==> config.mk <==
export PLATFORM = sky130hd
export DESIGN_NAME = can_dbit_timer
export DESIGN_NICKNAME = d
export VERILOG_FILES = /design/src/rtl/can_bt_pkg.sv /design/src/rtl/can_bt_cfg.sv /design/src/rtl/can_bt_prescaler.sv /design/src/rtl/can_bt_seq.sv /design/src/rtl/can_dbit_timer.sv
export SDC_FILE = /design/constraint.sdc
export NUM_CORES = 1
export LEC_CHECK = 0
export BUFFER_PORTS_ARGS = -buffer_cell sky130_fd_sc_hd__buf_2
export CAP_MARGIN = 20
export CELL_PAD_IN_SITES_DETAIL_PLACEMENT = 1
export CELL_PAD_IN_SITES_GLOBAL_PLACEMENT = 1
export CORE_MARGIN = 2
export CORE_UTILIZATION = 41
export DETAILED_ROUTE_END_ITERATION = 10
export PLACE_DENSITY_LB_ADDON = 0.1
export SKIP_CTS_REPAIR_TIMING = 1
export SYNTH_ARGS = -nofsm -noshare
export SYNTH_HDL_FRONTEND = slang
export SYNTH_SLANG_ARGS = --single-unit
==> constraint.sdc <==
create_clock -name clk -period 2 [get_ports clk]
set_clock_uncertainty 0.2 [all_clocks]
set_input_delay 0 -clock clk [delete_from_list [all_inputs] [get_ports clk]]
set_output_delay 0 -clock clk [all_outputs]
set_load 0.05 [all_outputs]
==> src/rtl/can_bt_pkg.sv <==
package can_bt_pkg;

    typedef enum logic [1:0] {
        SEG_IDLE   = 2'd0,
        SEG_SYNC   = 2'd1,
        SEG_PHASE1 = 2'd2,
        SEG_PHASE2 = 2'd3
    } seg_e;

    localparam int unsigned RST_PRESC = 0;
    localparam int unsigned RST_SEG1  = 10;
    localparam int unsigned RST_SEG2  = 3;

endpackage

==> src/rtl/can_bt_cfg.sv <==
module can_bt_cfg
    import can_bt_pkg::*;
#(
    parameter int unsigned PRESC_W    = 10,
    parameter int unsigned SEG1_W     = 5,
    parameter int unsigned SEG2_W     = 4,
    parameter int unsigned MIN_BIT_TQ = 4,
    parameter int unsigned MAX_BIT_TQ = 25
) (
    input  logic               clk,
    input  logic               rst_n,
    input  logic               cfg_unlock,
    input  logic               init_hold,
    input  logic [PRESC_W-1:0] wr_presc,
    input  logic [SEG1_W-1:0]  wr_seg1,
    input  logic [SEG2_W-1:0]  wr_seg2,
    output logic [PRESC_W-1:0] presc,
    output logic [SEG1_W-1:0]  seg1,
    output logic [SEG2_W-1:0]  seg2
);

    localparam int unsigned WIDE_W = (SEG1_W > SEG2_W) ? SEG1_W : SEG2_W;
    localparam int unsigned SUM_W  = WIDE_W + 2;

    logic [SUM_W-1:0] wr_total;
    logic [SUM_W-1:0] held_total;
    logic             wr_legal;
    logic             load;

    always_comb begin
        wr_total   = SUM_W'(wr_seg1) + SUM_W'(wr_seg2) + SUM_W'(3);
        held_total = SUM_W'(seg1) + SUM_W'(seg2) + SUM_W'(3);
        wr_legal   = (wr_total >= SUM_W'(MIN_BIT_TQ)) && (wr_total <= SUM_W'(MAX_BIT_TQ));
        load       = cfg_unlock && init_hold && wr_legal;
    end

    always_ff @(posedge clk or negedge rst_n) begin
        if (!rst_n) begin
            presc <= PRESC_W'(RST_PRESC);
            seg1  <= SEG1_W'(RST_SEG1);
            seg2  <= SEG2_W'(RST_SEG2);
        end else if (load) begin
            presc <= wr_presc;
            seg1  <= wr_seg1;
            seg2  <= wr_seg2;
        end
    end


    cfg_hold_chk: assert property (@(posedge clk) disable iff (!rst_n)
        !(cfg_unlock && init_hold) |=> ($stable(presc) && $stable(seg1) && $stable(seg2)));


    cfg_legal_chk: assert property (@(posedge clk) disable iff (!rst_n)
        (held_total >= SUM_W'(MIN_BIT_TQ)) && (held_total <= SUM_W'(MAX_BIT_TQ)));

endmodule

==> src/rtl/can_bt_prescaler.sv <==
module can_bt_prescaler #(
    parameter int unsigned PRESC_W = 10
) (
    input  logic               clk,
    input  logic               rst_n,
    input  logic               run,
    input  logic [PRESC_W-1:0] presc,
    output logic               tq_tick
);

    logic [PRESC_W-1:0] pcnt;

    always_comb begin
        tq_tick = run && (pcnt == presc);
    end

    always_ff @(posedge clk or negedge rst_n) begin
        if (!rst_n) begin
            pcnt <= '0;
        end else if (!run || tq_tick) begin
            pcnt <= '0;
        end else begin
            pcnt <= pcnt + PRESC_W'(1);
        end
    end


    tick_gap_chk: assert property (@(posedge clk) disable iff (!rst_n)
        (tq_tick && (presc != '0)) |=> !tq_tick);


    pcnt_range_chk: assert property (@(posedge clk) disable iff (!rst_n)
        run |-> (pcnt <= presc));

endmodule

==> src/rtl/can_bt_seq.sv <==
module can_bt_seq
    import can_bt_pkg::*;
#(
    parameter int unsigned SEG1_W = 5,
    parameter int unsigned SEG2_W = 4
) (
    input  logic              clk,
    input  logic              rst_n,
    input  logic              init_hold,
    input  logic              tq_tick,
    input  logic [SEG1_W-1:0] seg1,
    input  logic [SEG2_W-1:0] seg2,
    output seg_e              state,
    output logic              run,
    output logic              sample_stb,
    output logic              bit_end_stb
);

    localparam int unsigned QW = (SEG1_W > SEG2_W) ? SEG1_W : SEG2_W;

    seg_e          nxt_state;
    logic [QW-1:0] qcnt;
    logic [QW-1:0] nxt_qcnt;
    logic          last1;
    logic          last2;

    always_comb begin
        last1 = (qcnt == QW'(seg1));
        last2 = (qcnt == QW'(seg2));
    end

    // Next-state logic
    always_comb begin
        nxt_state = state;
        nxt_qcnt  = qcnt;
        if (init_hold) begin
            nxt_state = SEG_IDLE;                       // HALT
            nxt_qcnt  = '0;
        end else begin
            unique case (state)
                SEG_IDLE: begin
                    nxt_state = SEG_SYNC;               // START
                    nxt_qcnt  = '0;
                end
                SEG_SYNC: begin
                    if (tq_tick) begin
                        nxt_state = SEG_PHASE1;         // SYNC_DONE
                        nxt_qcnt  = '0;
                    end
                end
                SEG_PHASE1: begin
                    if (tq_tick) begin
                        if (last1) begin
                            nxt_state = SEG_PHASE2;     // SAMPLE
                            nxt_qcnt  = '0;
                        end else begin
                            nxt_qcnt = qcnt + QW'(1);
                        end
                    end
                end
                SEG_PHASE2: begin
                    if (tq_tick) begin
                        if (last2) begin
                            nxt_state = SEG_SYNC;       // BIT_END
                            nxt_qcnt  = '0;
                        end else begin
                            nxt_qcnt = qcnt + QW'(1);
                        end
                    end
                end
                default: begin
                    nxt_state = SEG_IDLE;
                    nxt_qcnt  = '0;
                end
            endcase
        end
    end

    // State register
    always_ff @(posedge clk or negedge rst_n) begin
        if (!rst_n) begin
            state <= SEG_IDLE;
            qcnt  <= '0;
        end else begin
            state <= nxt_state;
            qcnt  <= nxt_qcnt;
        end
    end

    // Outputs
    always_comb begin
        run         = (state != SEG_IDLE);
        sample_stb  = (state == SEG_PHASE1) && tq_tick && last1;
        bit_end_stb = (state == SEG_PHASE2) && tq_tick && last2;
    end


    sync_to_phase1_chk: assert property (@(posedge clk) disable iff (!rst_n)
        (state == SEG_SYNC && tq_tick && !init_hold) |=> (state == SEG_PHASE1));


    qcnt_bound_chk: assert property (@(posedge clk) disable iff (!rst_n)
        (state == SEG_PHASE1) |-> (qcnt <= QW'(seg1)));


    sample_to_phase2_chk: assert property (@(posedge clk) disable iff (!rst_n)
        sample_stb |=> (state == SEG_PHASE2 || state == SEG_IDLE));


    end_to_sync_chk: assert property (@(posedge clk) disable iff (!rst_n)
        bit_end_stb |=> (state == SEG_SYNC || state == SEG_IDLE));


    strobe_excl_chk: assert property (@(posedge clk) disable iff (!rst_n)
        $onehot0({sample_stb, bit_end_stb}));


    halt_idle_chk: assert property (@(posedge clk) disable iff (!rst_n)
        init_hold |=> (state == SEG_IDLE));

endmodule

==> src/rtl/can_dbit_timer.sv <==
module can_dbit_timer
    import can_bt_pkg::*;
#(
    parameter int unsigned PRESC_W    = 10,
    parameter int unsigned SEG1_W     = 5,
    parameter int unsigned SEG2_W     = 4,
    parameter int unsigned MIN_BIT_TQ = 4,
    parameter int unsigned MAX_BIT_TQ = 25
) (
    input  logic               clk,
    input  logic               rst_n,
    input  logic               cfg_unlock,
    input  logic               init_hold,
    input  logic [PRESC_W-1:0] cfg_presc,
    input  logic [SEG1_W-1:0]  cfg_seg1,
    input  logic [SEG2_W-1:0]  cfg_seg2,
    output logic               tq_tick,
    output logic [1:0]         seg_state,
    output logic               sample_stb,
    output logic               bit_end_stb
);

    logic [PRESC_W-1:0] presc;
    logic [SEG1_W-1:0]  seg1;
    logic [SEG2_W-1:0]  seg2;
    logic               run;
    seg_e               state;

    can_bt_cfg #(
        .PRESC_W   (PRESC_W),
        .SEG1_W    (SEG1_W),
        .SEG2_W    (SEG2_W),
        .MIN_BIT_TQ(MIN_BIT_TQ),
        .MAX_BIT_TQ(MAX_BIT_TQ)
    ) u_cfg (
        .clk       (clk),
        .rst_n     (rst_n),
        .cfg_unlock(cfg_unlock),
        .init_hold (init_hold),
        .wr_presc  (cfg_presc),
        .wr_seg1   (cfg_seg1),
        .wr_seg2   (cfg_seg2),
        .presc     (presc),
        .seg1      (seg1),
        .seg2      (seg2)
    );

    can_bt_prescaler #(
        .PRESC_W(PRESC_W)
    ) u_presc (
        .clk    (clk),
        .rst_n  (rst_n),
        .run    (run),
        .presc  (presc),
        .tq_tick(tq_tick)
    );

    can_bt_seq #(
        .SEG1_W(SEG1_W),
        .SEG2_W(SEG2_W)
    ) u_seq (
        .clk        (clk),
        .rst_n      (rst_n),
        .init_hold  (init_hold),
        .tq_tick    (tq_tick),
        .seg1       (seg1),
        .seg2       (seg2),
        .state      (state),
        .run        (run),
        .sample_stb (sample_stb),
        .bit_end_stb(bit_end_stb)
    );

    always_comb begin
        seg_state = state;
    end


    idle_quiet_chk: assert property (@(posedge clk) disable iff (!rst_n)
        (seg_state == 2'd0) |-> !(tq_tick || sample_stb || bit_end_stb));

endmodule

Yosys cells after proc, flatten, opt, wreduce, memory -nomap -nowiden
Cells that the tools add are included.

storage, ports and cells
  latch bits = 0
  memories kept = 0
  bits in read-only memories = 0
  register bits = 36
  output and inout bits = 5
  RAM bits = 0

operators by class
  reduce and logical (&&, ||, !) cells = 14
  divide/modulo/power cells = 0
  multiplexer cells = 15
  $lt $le $gt $ge = 2
  shift-type cells = 0
  bitwise operators = 0
  equality and inequality tests = 11
  multiply operators = 0
  add/sub/neg operators = 4

operators by type and width
  operator               count
  $mux 5                 6
  $pmux 5 s4             1
  $mux 2                 6
  $add 10x1->10 const B  1
  $eq 10x10->1           1
  $mux 10                1
  $ne 3x3->1 const B     3
  $logic_and 1x1->1      8
  $pmux 2 s4             1
  $add 7x2->7 const B    1
  $ge 7x3->1 const B     1
  $le 7x5->1 const B     1
  $add 5x4->6            1
  $ne 3x2->1 const B     2
  $add 5x1->5 const B    1
  $eq 5x4->1             1
  $eq 5x5->1             1
  $reduce_and 5->1       1
  $eq 2x2->1 const B     2
  $reduce_and 3->1       1
  $eq 2x1->1 const B     1
  $logic_not 2->1        1
  $reduce_bool 2->1      1
  $logic_not 1->1        1
  $logic_or 1x1->1       1

Depth between registers and ports, before layout
Gate-level depths: netlist of run 1.

  depth after elaboration = 5
  mapped depth = 11

Cells and area by module
Synthesis of run 1 repeated with hierarchy kept, for this count alone.

second synthesis, totals
  cell total of the unflattened synthesis = 200
  area total of the unflattened synthesis = 2172.1 um^2

modules (own cells, without submodules)
  module            seq. area each (um^2)  times used  cells each  area each (um^2)
  can_bt_cfg        480.5                  1           78          1018.5
  can_bt_seq        175.2                  1           67          590.6
  can_bt_prescaler  250.2                  1           55          563.0

Least setup slack after synthesis of run 1
No wires, ideal clock.

  path kind = input-to-reg
  start point = input cfg_seg1[0]
  end point = register u_cfg.presc[6]
  data required time = 1675 ps
  stages on the path = 10
  data arrival time = 2470 ps
  path slack = -795 ps
  cell sequence = ha_1 -> fa_1 -> inv_1 -> ha_1 -> or4_1 -> a21boi_1 -> o221ai_2 -> a211oi_4 -> buf_12 -> mux2_4

on the way
  word-level cells in the longest chain between the ends = 5
  elaborated cells on any way between the ends = 6
  classes of those cells = add/sub: 2; order compare: 2; reduce/logical: 2

RTL lines
  item                                      RTL line              RTL
  start: declaration                        can_dbit_timer.sv:15  input logic [SEG1_W-1:0] cfg_seg1,
  $add 5x4->6 *                             can_bt_cfg.sv:31      wr_total = SUM_W'(wr_seg1) + SUM_W'(wr_seg2) + SUM_W'(3);
  $add 7x2->7 *                             can_bt_cfg.sv:31
  $ge 7x3->1 or $le 7x5->1 (tied branches)  can_bt_cfg.sv:33      wr_legal = (wr_total >= SUM_W'(MIN_BIT_TQ)) && (wr_total <= SUM_W'(MAX_BIT_TQ));
  $logic_and 1x1->1 *                       can_bt_cfg.sv:33
  $logic_and 1x1->1 *                       can_bt_cfg.sv:34      load = cfg_unlock && init_hold && wr_legal;
  end signal: assignment                    can_bt_cfg.sv:39      presc <= PRESC_W'(RST_PRESC);
  end signal: assignment                    can_bt_cfg.sv:43      presc <= wr_presc;
  end: declaration                          can_bt_cfg.sv:17      output logic [PRESC_W-1:0] presc,

Mark *: on every way between the ends. The rest lies on a longest branch, timed or not.
A chain may end at the register's enable or synchronous reset.

Worst setup path after layout of run 1
  start point = input cfg_seg2[0]
  end point = register u_cfg.presc[1]

on the way
  word-level cells in the longest chain between the ends = 5
  elaborated cells on any way between the ends = 6
  classes of those cells = add/sub: 2; order compare: 2; reduce/logical: 2

RTL lines
  item                                      RTL line              RTL
  start: declaration                        can_dbit_timer.sv:16  input logic [SEG2_W-1:0] cfg_seg2,
  $add 5x4->6 *                             can_bt_cfg.sv:31
  $add 7x2->7 *                             can_bt_cfg.sv:31
  $ge 7x3->1 or $le 7x5->1 (tied branches)  can_bt_cfg.sv:33
  $logic_and 1x1->1 *                       can_bt_cfg.sv:33
  $logic_and 1x1->1 *                       can_bt_cfg.sv:34

Marks and branches as above.

==> results_tabular.tex, run 1 <==
\begin{tabular}{lr}
\hline
Metric & Value \\
\hline
\multicolumn{2}{l}{\textbf{Placement}} \\
Setup WS pre-CTS & -1.28 ns \\
Placed Area & between 0.002 and 0.003 mm2 \\
Placed cells & approximately 330 \\
Weighted congestion at the end of routability-driven global placement & $\sim$0.75 \\
Number of buffer cells added on primary ports & 27 \\
DPL Wire Length & 4450 um \\
\multicolumn{2}{l}{\textbf{Outcome}} \\
Violated checks & negative setup slack \\
Status & finished with violations \\
\multicolumn{2}{l}{\textbf{STA}} \\
Worst slew pin tran & 0.831 ns \\
Tmin final & 2.50 ns \\
Count of final max-slew check failures & 0 \\
Setup-violating endpoint count in the final report & 29 \\
Final Hold Violating Endpoints & 0 \\
Setup repair after global routing missed its margin & true \\
Final worst setup slack & -0.497 ns \\
Achievable frequency & around 0.40 GHz \\
Final Cycle Share & 1.25 \\
Max transition margin & 0.446 \\
\multicolumn{2}{l}{\textbf{Synth}} \\
Share of synthesized area occupied by flip-flops and latches & 0.416 \\
Dominant synthesized flop cell & sky130\_fd\_sc\_hd\_\_dfrtp\_1 \\
Post-synthesis sequential element count & 36 \\
Number of library cell types mapped by synthesis & between 40 and 50 \\
Cells taking the most area after synthesis & sky130\_fd\_sc\_hd\_\_dfrtp\_1, sky130\_fd\_sc\_hd\_\_ha\_1, sky130\_fd\_sc\_hd\_\_mux2\_4 \\
Cell area after technology mapping & 0.00218 mm2 \\
Syn\_nets & 230 \\
Count of flip-flops with a built-in enable after synthesis & 0 \\
Cell count after synthesis & 193 \\
Area fraction of the dominant cell type after synthesis & 0.367 \\
Cell type with the largest total area after synthesis & sky130\_fd\_sc\_hd\_\_dfrtp\_1 \\
Count of synthesis-stage warnings from yosys & 0 \\
Mapped Avg Cell Area & 11.3 um2 \\
Fraction of registers with async set/reset & 1.00 \\
\multicolumn{2}{l}{\textbf{Critical path}} \\
Slowest stage cell, crit path & sky130\_fd\_sc\_hd\_\_fa\_2 \\
Largest fanout of any net on the critical path & 8 \\
Worst Path Arrival & between 2 and 3 ns \\
CP startpoint kind & primary input \\
Critical path startpoint & cfg\_seg2[0] \\
Delay of the slowest critical-path stage & between 0.5 and 0.6 ns \\
Kind of end point of the critical path & flop \\
Crit Reg-Reg Startpoint & u\_cfg.presc[1] \\
Worst path cell trace & buf\_8 > ha\_4 > fa\_2 > inv\_4 > ha\_1 > inv\_1 > a21oi\_1 > nor2\_2 > a2111oi\_4 > a211oi\_4 > clkbuf\_16 > mux2\_2 \\
Type of the worst setup path & primary input to flop \\
Required time of the critical path & 2.00 ns \\
\multicolumn{2}{l}{\textbf{Pwr}} \\
Total power density per cell area & 1120 mW/mm2 \\
Leakage & around 1.6 nW \\
Worst IR drop on VDD & roughly 0.54 mV \\
\multicolumn{2}{l}{\textbf{Clock network}} \\
CTS tree & done \\
Worst skew pair latency & 0.31 ns \\
TritonCTS Buffers & 5 \\
Maximum buffer depth of the clock tree & 2 \\
Clock transition time at the flip-flop clock pins of the worst setup and hold paths & $\sim$0.090 ns \\
Buffer type at the clock tree root & sky130\_fd\_sc\_hd\_\_clkbuf\_8 \\
Clock H-tree levels & 2 \\
Number of clock sinks seen by CTS & 36 \\
\multicolumn{2}{l}{\textbf{Route}} \\
First-iteration detailed-routing DRC count & between 100 and 150 \\
Wire per inst & 19.8 um \\
First-pass detailed-route iteration total & 4 \\
Remaining routing DRC violations & 0 \\
Number of nets with antenna violations after routing & 0 \\
Vias per inst & roughly 5 \\
Overall routed net length & roughly 7400 um \\
Via total after detailed routing & around 1900 \\
\multicolumn{2}{l}{\textbf{GRT}} \\
Pin count of the biggest net entering global routing & 37 \\
Remaining global-route overflow & 0 \\
Number of global-route vias before repair & between 2000 and 2500 \\
Global Route Usage Sum & 0.203 \\
First-pass GRT wire length & 9470 um \\
Initial antenna violation count & 0 \\
\multicolumn{2}{l}{\textbf{Floorplan}} \\
Placeable core region & about 0.0051 mm2 \\
Horiz. Die Dim & a little under 80 um \\
Full die area & around 0.0059 mm2 \\
Die span in y & 76.9 um \\
Number of primary I/O pins & 28 \\
Initial core utilization & 0.427 \\
Standard-cell row count & 26 \\
\multicolumn{2}{l}{\textbf{Final layout}} \\
Layout cells sized above 1 & 0.530 \\
Growth of design area from synthesis to finish & 60.7\% \\
Number of nets in the finished design & 340 \\
Final design utilization & 0.686 \\
Number of diodes added for antenna fixing & 0 \\
Layout Cell Area excl Fill & approximately 0.0035 mm2 \\
Post-route insts no fill & 374 \\
\multicolumn{2}{l}{\textbf{Min path}} \\
Worst min-delay path class & primary input to asynchronous set/reset pin \\
\multicolumn{2}{l}{\textbf{Flow run}} \\
Count of maximum capacitance violations & 0 \\
\hline
\end{tabular}
## cell usage after synthesis, drive strengths merged, types with 2 or more instances
| library cell | n |
|---|---|
| nor2 | 21 |
| dfstp | 4 |
| a31o | 2 |
| o21ai | 3 |
| xnor2 | 10 |
| nand2 | 8 |
| nand2b | 4 |
| inv | 11 |
| a22o | 2 |
| xor2 | 17 |
| a21o | 2 |
| a211oi | 2 |
| mux2 | 20 |
| and3 | 3 |
| and2 | 2 |
| a21oi | 4 |
| dfrtp | 32 |
| a221o | 2 |
| nor4 | 3 |
| nand3 | 7 |
| ha | 13 |
| nor3 | 2 |
## cells by family (layout without fill, tap and decap cells)
kind of cell    Yosys count  after routing  share of synthesized area
compound gates           25             25                      0.102
fa+ha+maj                14             14                     0.0838
simple gates             57             57                      0.131
mux                      21             21                      0.125
buf+inv                  13            124                     0.0298
flops                    36             36                      0.416
xor+xnor                 27             27                      0.112
## layer usage
layer	track usage	vias up	wire length (um)
li1	-	888	-
met1	0.231	975	2980
met2	0.389	44	4050
met3	0.0365	12	197
met4	0.0509	0	162
met5	0	-	0
## cells in the final DEF (no fill, tap or decap), types with 8 or more instances in the layout
cell type / instances
sky130_fd_sc_hd__xor2_1: 8
sky130_fd_sc_hd__buf_2: 22
sky130_fd_sc_hd__buf_4: 50
sky130_fd_sc_hd__nor2_1: 18
sky130_fd_sc_hd__dlygate4sd3_1: 21
sky130_fd_sc_hd__xnor2_1: 9
sky130_fd_sc_hd__dfrtp_1: 29
sky130_fd_sc_hd__mux2_2: 8
sky130_fd_sc_hd__xor2_2: 9
sky130_fd_sc_hd__ha_1: 9
sky130_fd_sc_hd__mux2_4: 12
## metrics by stage
| step | hold WS [ns] | TNS, ns | total power, mW |
|---|---|---|---|
| after floorplan | -0.496 | -11.53 | 2.14 |
| after global placement | -0.0801 | -21.77 | 2.59 |
| after detailed placement | -0.0671 | -24.99 | 2.71 |
| after CTS | -0.388 | -19.80 | 3.40 |
| after global routing | 0.170 | -12.42 | 4.13 |
| final | 0.117 | -10.08 | 3.92 |
## final cells by class
type | instances | area, um2
Multi-Input combinational cell | 144 | 1470
Sequential cell | 36 | 910
Clock inverter | 3 | 46.3
Tap cell | 70 | 87.6
Clock buffer | 5 | 68.8
Fill cell | 522 | 1610
Timing Repair Buffer | 105 | 873
Inverter | 11 | 43.8
## sequential cells by signal, indices dropped and copies added, names as in the netlist
register and cells:
u_cfg.presc 10, u_presc.pcnt 10, u_cfg.seg1 5, u_seq.qcnt 5
u_cfg.seg2 4, u_seq.state 2
## final timing paths
check | cells after the start | slack [ns] | endpoint
worst min register to register | 1 | 0.34 | u_cfg.presc[3]
worst max register to register | 6 | -0.22 | u_seq.state[0]
worst max-delay path | 12 | -0.50 | u_cfg.presc[1]
max in group asynchronous | 2 | 0.90 | u_seq.state[1]
min in group clk | 5 | 0.15 | u_cfg.presc[7]
worst min-delay path | 2 | 0.12 | u_presc.pcnt[4]
## critical path, delay by kind of cell
kind / cells / cell delay [ns]
adders and majority gates: 3 / 0.99
AOI/OAI and AO/OA: 3 / 0.53
and+or+nand+nor: 1 / 0.15
buffers and inverters: 4 / 0.47
muxes: 1 / 0.34
## where the power goes
| group | switching [mW] | internal [mW] |
|---|---|---|
| Clock | 0.309 | 0.376 |
| Combinational | 0.896 | 1.05 |
| Sequential | 0.279 | 1.01 |
| Total | 1.48 | 2.44 |
(Power assumes the default switching activity.)
==> run 2, diff against run 1 <==
==> constraint.sdc (replaced) <==
create_clock -name clk -period 2 [get_ports clk]
set_clock_uncertainty 0.2 [all_clocks]
set_input_delay 0 -clock clk [delete_from_list [all_inputs] [get_ports clk]]
set_output_delay 0 -clock clk [all_outputs]
set_load 0.1 [all_outputs]
==> results_tabular.tex, run 2 (synthesis results as in run 1) <==
\begin{tabular}{lr}
\hline
Metric & Value \\
\hline
\multicolumn{2}{l}{\textbf{Outcome}} \\
Status & finished with violations (unchanged) \\
Violated checks & negative setup slack (unchanged) \\
\multicolumn{2}{l}{\textbf{GRT}} \\
Global Route Usage Sum & 0.196 (was 0.203) \\
Initial antenna violation count & 0 (unchanged) \\
Number of global-route vias before repair & 1877 (was 2001) \\
First-pass GRT wire length & 9120 um (was 9470 um) \\
Remaining global-route overflow & 0 (unchanged) \\
Pin count of the biggest net entering global routing & 37 (unchanged) \\
\multicolumn{2}{l}{\textbf{Clock network}} \\
Clock H-tree levels & 2 (unchanged) \\
Buffer type at the clock tree root & sky130\_fd\_sc\_hd\_\_clkbuf\_8 (unchanged) \\
Clock transition time at the flip-flop clock pins of the worst setup and hold paths & 0.08 ns (was 0.09 ns) \\
Number of clock sinks seen by CTS & 36 (unchanged) \\
Maximum buffer depth of the clock tree & 2 (unchanged) \\
Worst skew pair latency & 0.30 ns (was 0.31 ns) \\
TritonCTS Buffers & 5 (unchanged) \\
CTS tree & done (unchanged) \\
\multicolumn{2}{l}{\textbf{STA}} \\
Final Cycle Share & 1.28 (was 1.25) \\
Worst slew pin tran & 0.822 ns (was 0.831 ns) \\
Hold slack final & 0.130 ns (was 0.117 ns) \\
Final Hold Violating Endpoints & 0 (unchanged) \\
Max transition margin & 0.452 (was 0.446) \\
Achievable frequency & 0.392 GHz (was 0.400 GHz) \\
Count of final max-slew check failures & 0 (unchanged) \\
Setup repair after global routing missed its margin & true (unchanged) \\
Final worst setup slack & -0.551 ns (was -0.497 ns) \\
Tmin final & 2.55 ns (was 2.50 ns) \\
Setup-violating endpoint count in the final report & 29 (unchanged) \\
\multicolumn{2}{l}{\textbf{Floorplan}} \\
Number of primary I/O pins & 28 (unchanged) \\
Full die area & 0.00592 mm2 (unchanged) \\
Initial core utilization & 0.427 (unchanged) \\
Horiz. Die Dim & 76.9 um (unchanged) \\
Die span in y & 76.9 um (unchanged) \\
Standard-cell row count & 26 (unchanged) \\
Placeable core region & 0.00511 mm2 (unchanged) \\
\multicolumn{2}{l}{\textbf{Min path}} \\
Worst min-delay path class & primary input to asynchronous set/reset pin (unchanged) \\
\multicolumn{2}{l}{\textbf{Final layout}} \\
Most used cells in the layout excluding fill and tap cells & sky130\_fd\_sc\_hd\_\_buf\_4, sky130\_fd\_sc\_hd\_\_dfrtp\_1, sky130\_fd\_sc\_hd\_\_buf\_2, sky130\_fd\_sc\_hd\_\_dlygate4sd3\_1, sky130\_fd\_sc\_hd\_\_nor2\_1 (unchanged) \\
Most common cell after layout, fill and taps aside & sky130\_fd\_sc\_hd\_\_buf\_4 (unchanged) \\
Growth of design area from synthesis to finish & 56.4\% (was 60.7\%) \\
Layout cells sized above 1 & 0.490 (was 0.530) \\
Biggest regs & u\_cfg.presc x10, u\_presc.pcnt x10 (unchanged) \\
Number of nets in the finished design & 342 (was 340) \\
Fill cell instance count of the final layout & 536 (was 522) \\
Number of diodes added for antenna fixing & 0 (unchanged) \\
\multicolumn{2}{l}{\textbf{Flow run}} \\
Count of maximum capacitance violations & 0 (unchanged) \\
\multicolumn{2}{l}{\textbf{Pwr}} \\
Worst IR drop on VDD & 0.529 mV (was 0.542 mV) \\
Leakage & 1.60 nW (about the same) \\
Total power density per cell area & 1110 mW/mm2 (was 1120 mW/mm2) \\
\multicolumn{2}{l}{\textbf{Route}} \\
First-iteration detailed-routing DRC count & 66 (was 101) \\
Remaining routing DRC violations & 0 (unchanged) \\
First-pass detailed-route iteration total & 4 (unchanged) \\
Via total after detailed routing & 1946 (was 1919) \\
Number of nets with antenna violations after routing & 0 (unchanged) \\
Overall routed net length & 7550 um (was 7390 um) \\
Wire per inst & 20.1 um (was 19.8 um) \\
Vias per inst & 5.18 (was 5.13) \\
\multicolumn{2}{l}{\textbf{Critical path}} \\
CP startpoint kind & primary input (unchanged) \\
Kind of end point of the critical path & flop (unchanged) \\
Worst path cell trace & buf\_6 > ha\_4 > fa\_1 > a21o\_1 > a21oi\_2 > xor2\_2 > o221ai\_2 > a211oi\_4 > clkbuf\_16 > mux2\_2 (was buf\_8 > ha\_4 > fa\_2 > inv\_4 > ha\_1 > inv\_1 > a21oi\_1 > nor2\_2 > a2111oi\_4 > a211oi\_4 > clkbuf\_16 > mux2\_2) \\
Slowest stage cell, crit path & sky130\_fd\_sc\_hd\_\_a211oi\_4 (was sky130\_fd\_sc\_hd\_\_fa\_2) \\
Largest fanout of any net on the critical path & 6 (was 8) \\
Delay of the slowest critical-path stage & 0.48 ns (was 0.56 ns) \\
Worst Path Arrival & 2.54 ns (was 2.50 ns) \\
Type of the worst setup path & primary input to flop (unchanged) \\
Required time of the critical path & 1.99 ns (was 2.00 ns) \\
\multicolumn{2}{l}{\textbf{Placement}} \\
Weighted congestion at the end of routability-driven global placement & 0.792 (was 0.745) \\
Number of buffer cells added on primary ports & 27 (unchanged) \\
DPL Wire Length & 4150 um (was 4450 um) \\
Setup WS pre-CTS & -1.28 ns (about the same) \\
\hline
\end{tabular}
[run 2: critical path: cells and delay by family]
kind            cells  cell delay [ns]
compound gates      4             1.05
fa+ha+maj           2             0.58
buf+inv             2             0.35
mux                 1             0.33
xor+xnor            1             0.22
[run 2: metal layers]
metal	global-route usage	part of all wire
met1	0.230	0.40
met2	0.360	0.54
met3	0.0341	0.030
met4	0.0618	0.033
met5	0	0
[run 2: worst paths after layout]
path,start,to,slack (ns),cells past startpoint
max,cfg_seg2[0],u_cfg.presc[5],-0.55,10
min,rst_n,u_seq.qcnt[1],0.13,2
max reg2reg,u_presc.pcnt[7],u_seq.state[0],-0.29,8
min reg2reg,u_cfg.presc[2],u_cfg.presc[2],0.34,1
max in group asynchronous,rst_n,u_seq.state[1],0.87,2
min in group clk,cfg_unlock,u_cfg.seg2[1],0.20,5
[run 2: area by class of cell]
class	instances	area [um2]	share of cell area
Clock buffer	6	72.6	0.0213
Clock inverter	2	35.0	0.0103
Inverter	11	46.3	0.0136
Multi-Input combinational cell	144	1350	0.397
Sequential cell	36	915	0.268
Tap cell	70	87.6	0.0257
Timing Repair Buffer	107	901	0.264
[run 2: power by group]
group          leakage [nW]  internal (mW)  switching [mW]
logic                  1.10          0.950           0.895
clock network        0.0552          0.370           0.292
registers             0.448           1.02           0.247
total                  1.60           2.34            1.43
[run 2: stage by stage]
stage | utilization | cell area, um2 | power, mW | TNS (ns) | cells
2_1_floorplan | - | 2290 | 2.23 | -12.66 | 193
3_3_place_gp | 0.559 | 2860 | 2.67 | -22.34 | 331
3_5_place_dp | 0.559 | 2860 | 2.78 | -24.48 | 331
4_1_cts | 0.580 | 2960 | 3.43 | -19.67 | 339
5_1_grt | 0.668 | 3410 | 3.95 | -14.61 | 376
6_report | 0.668 | 3410 | 3.77 | -12.09 | 376
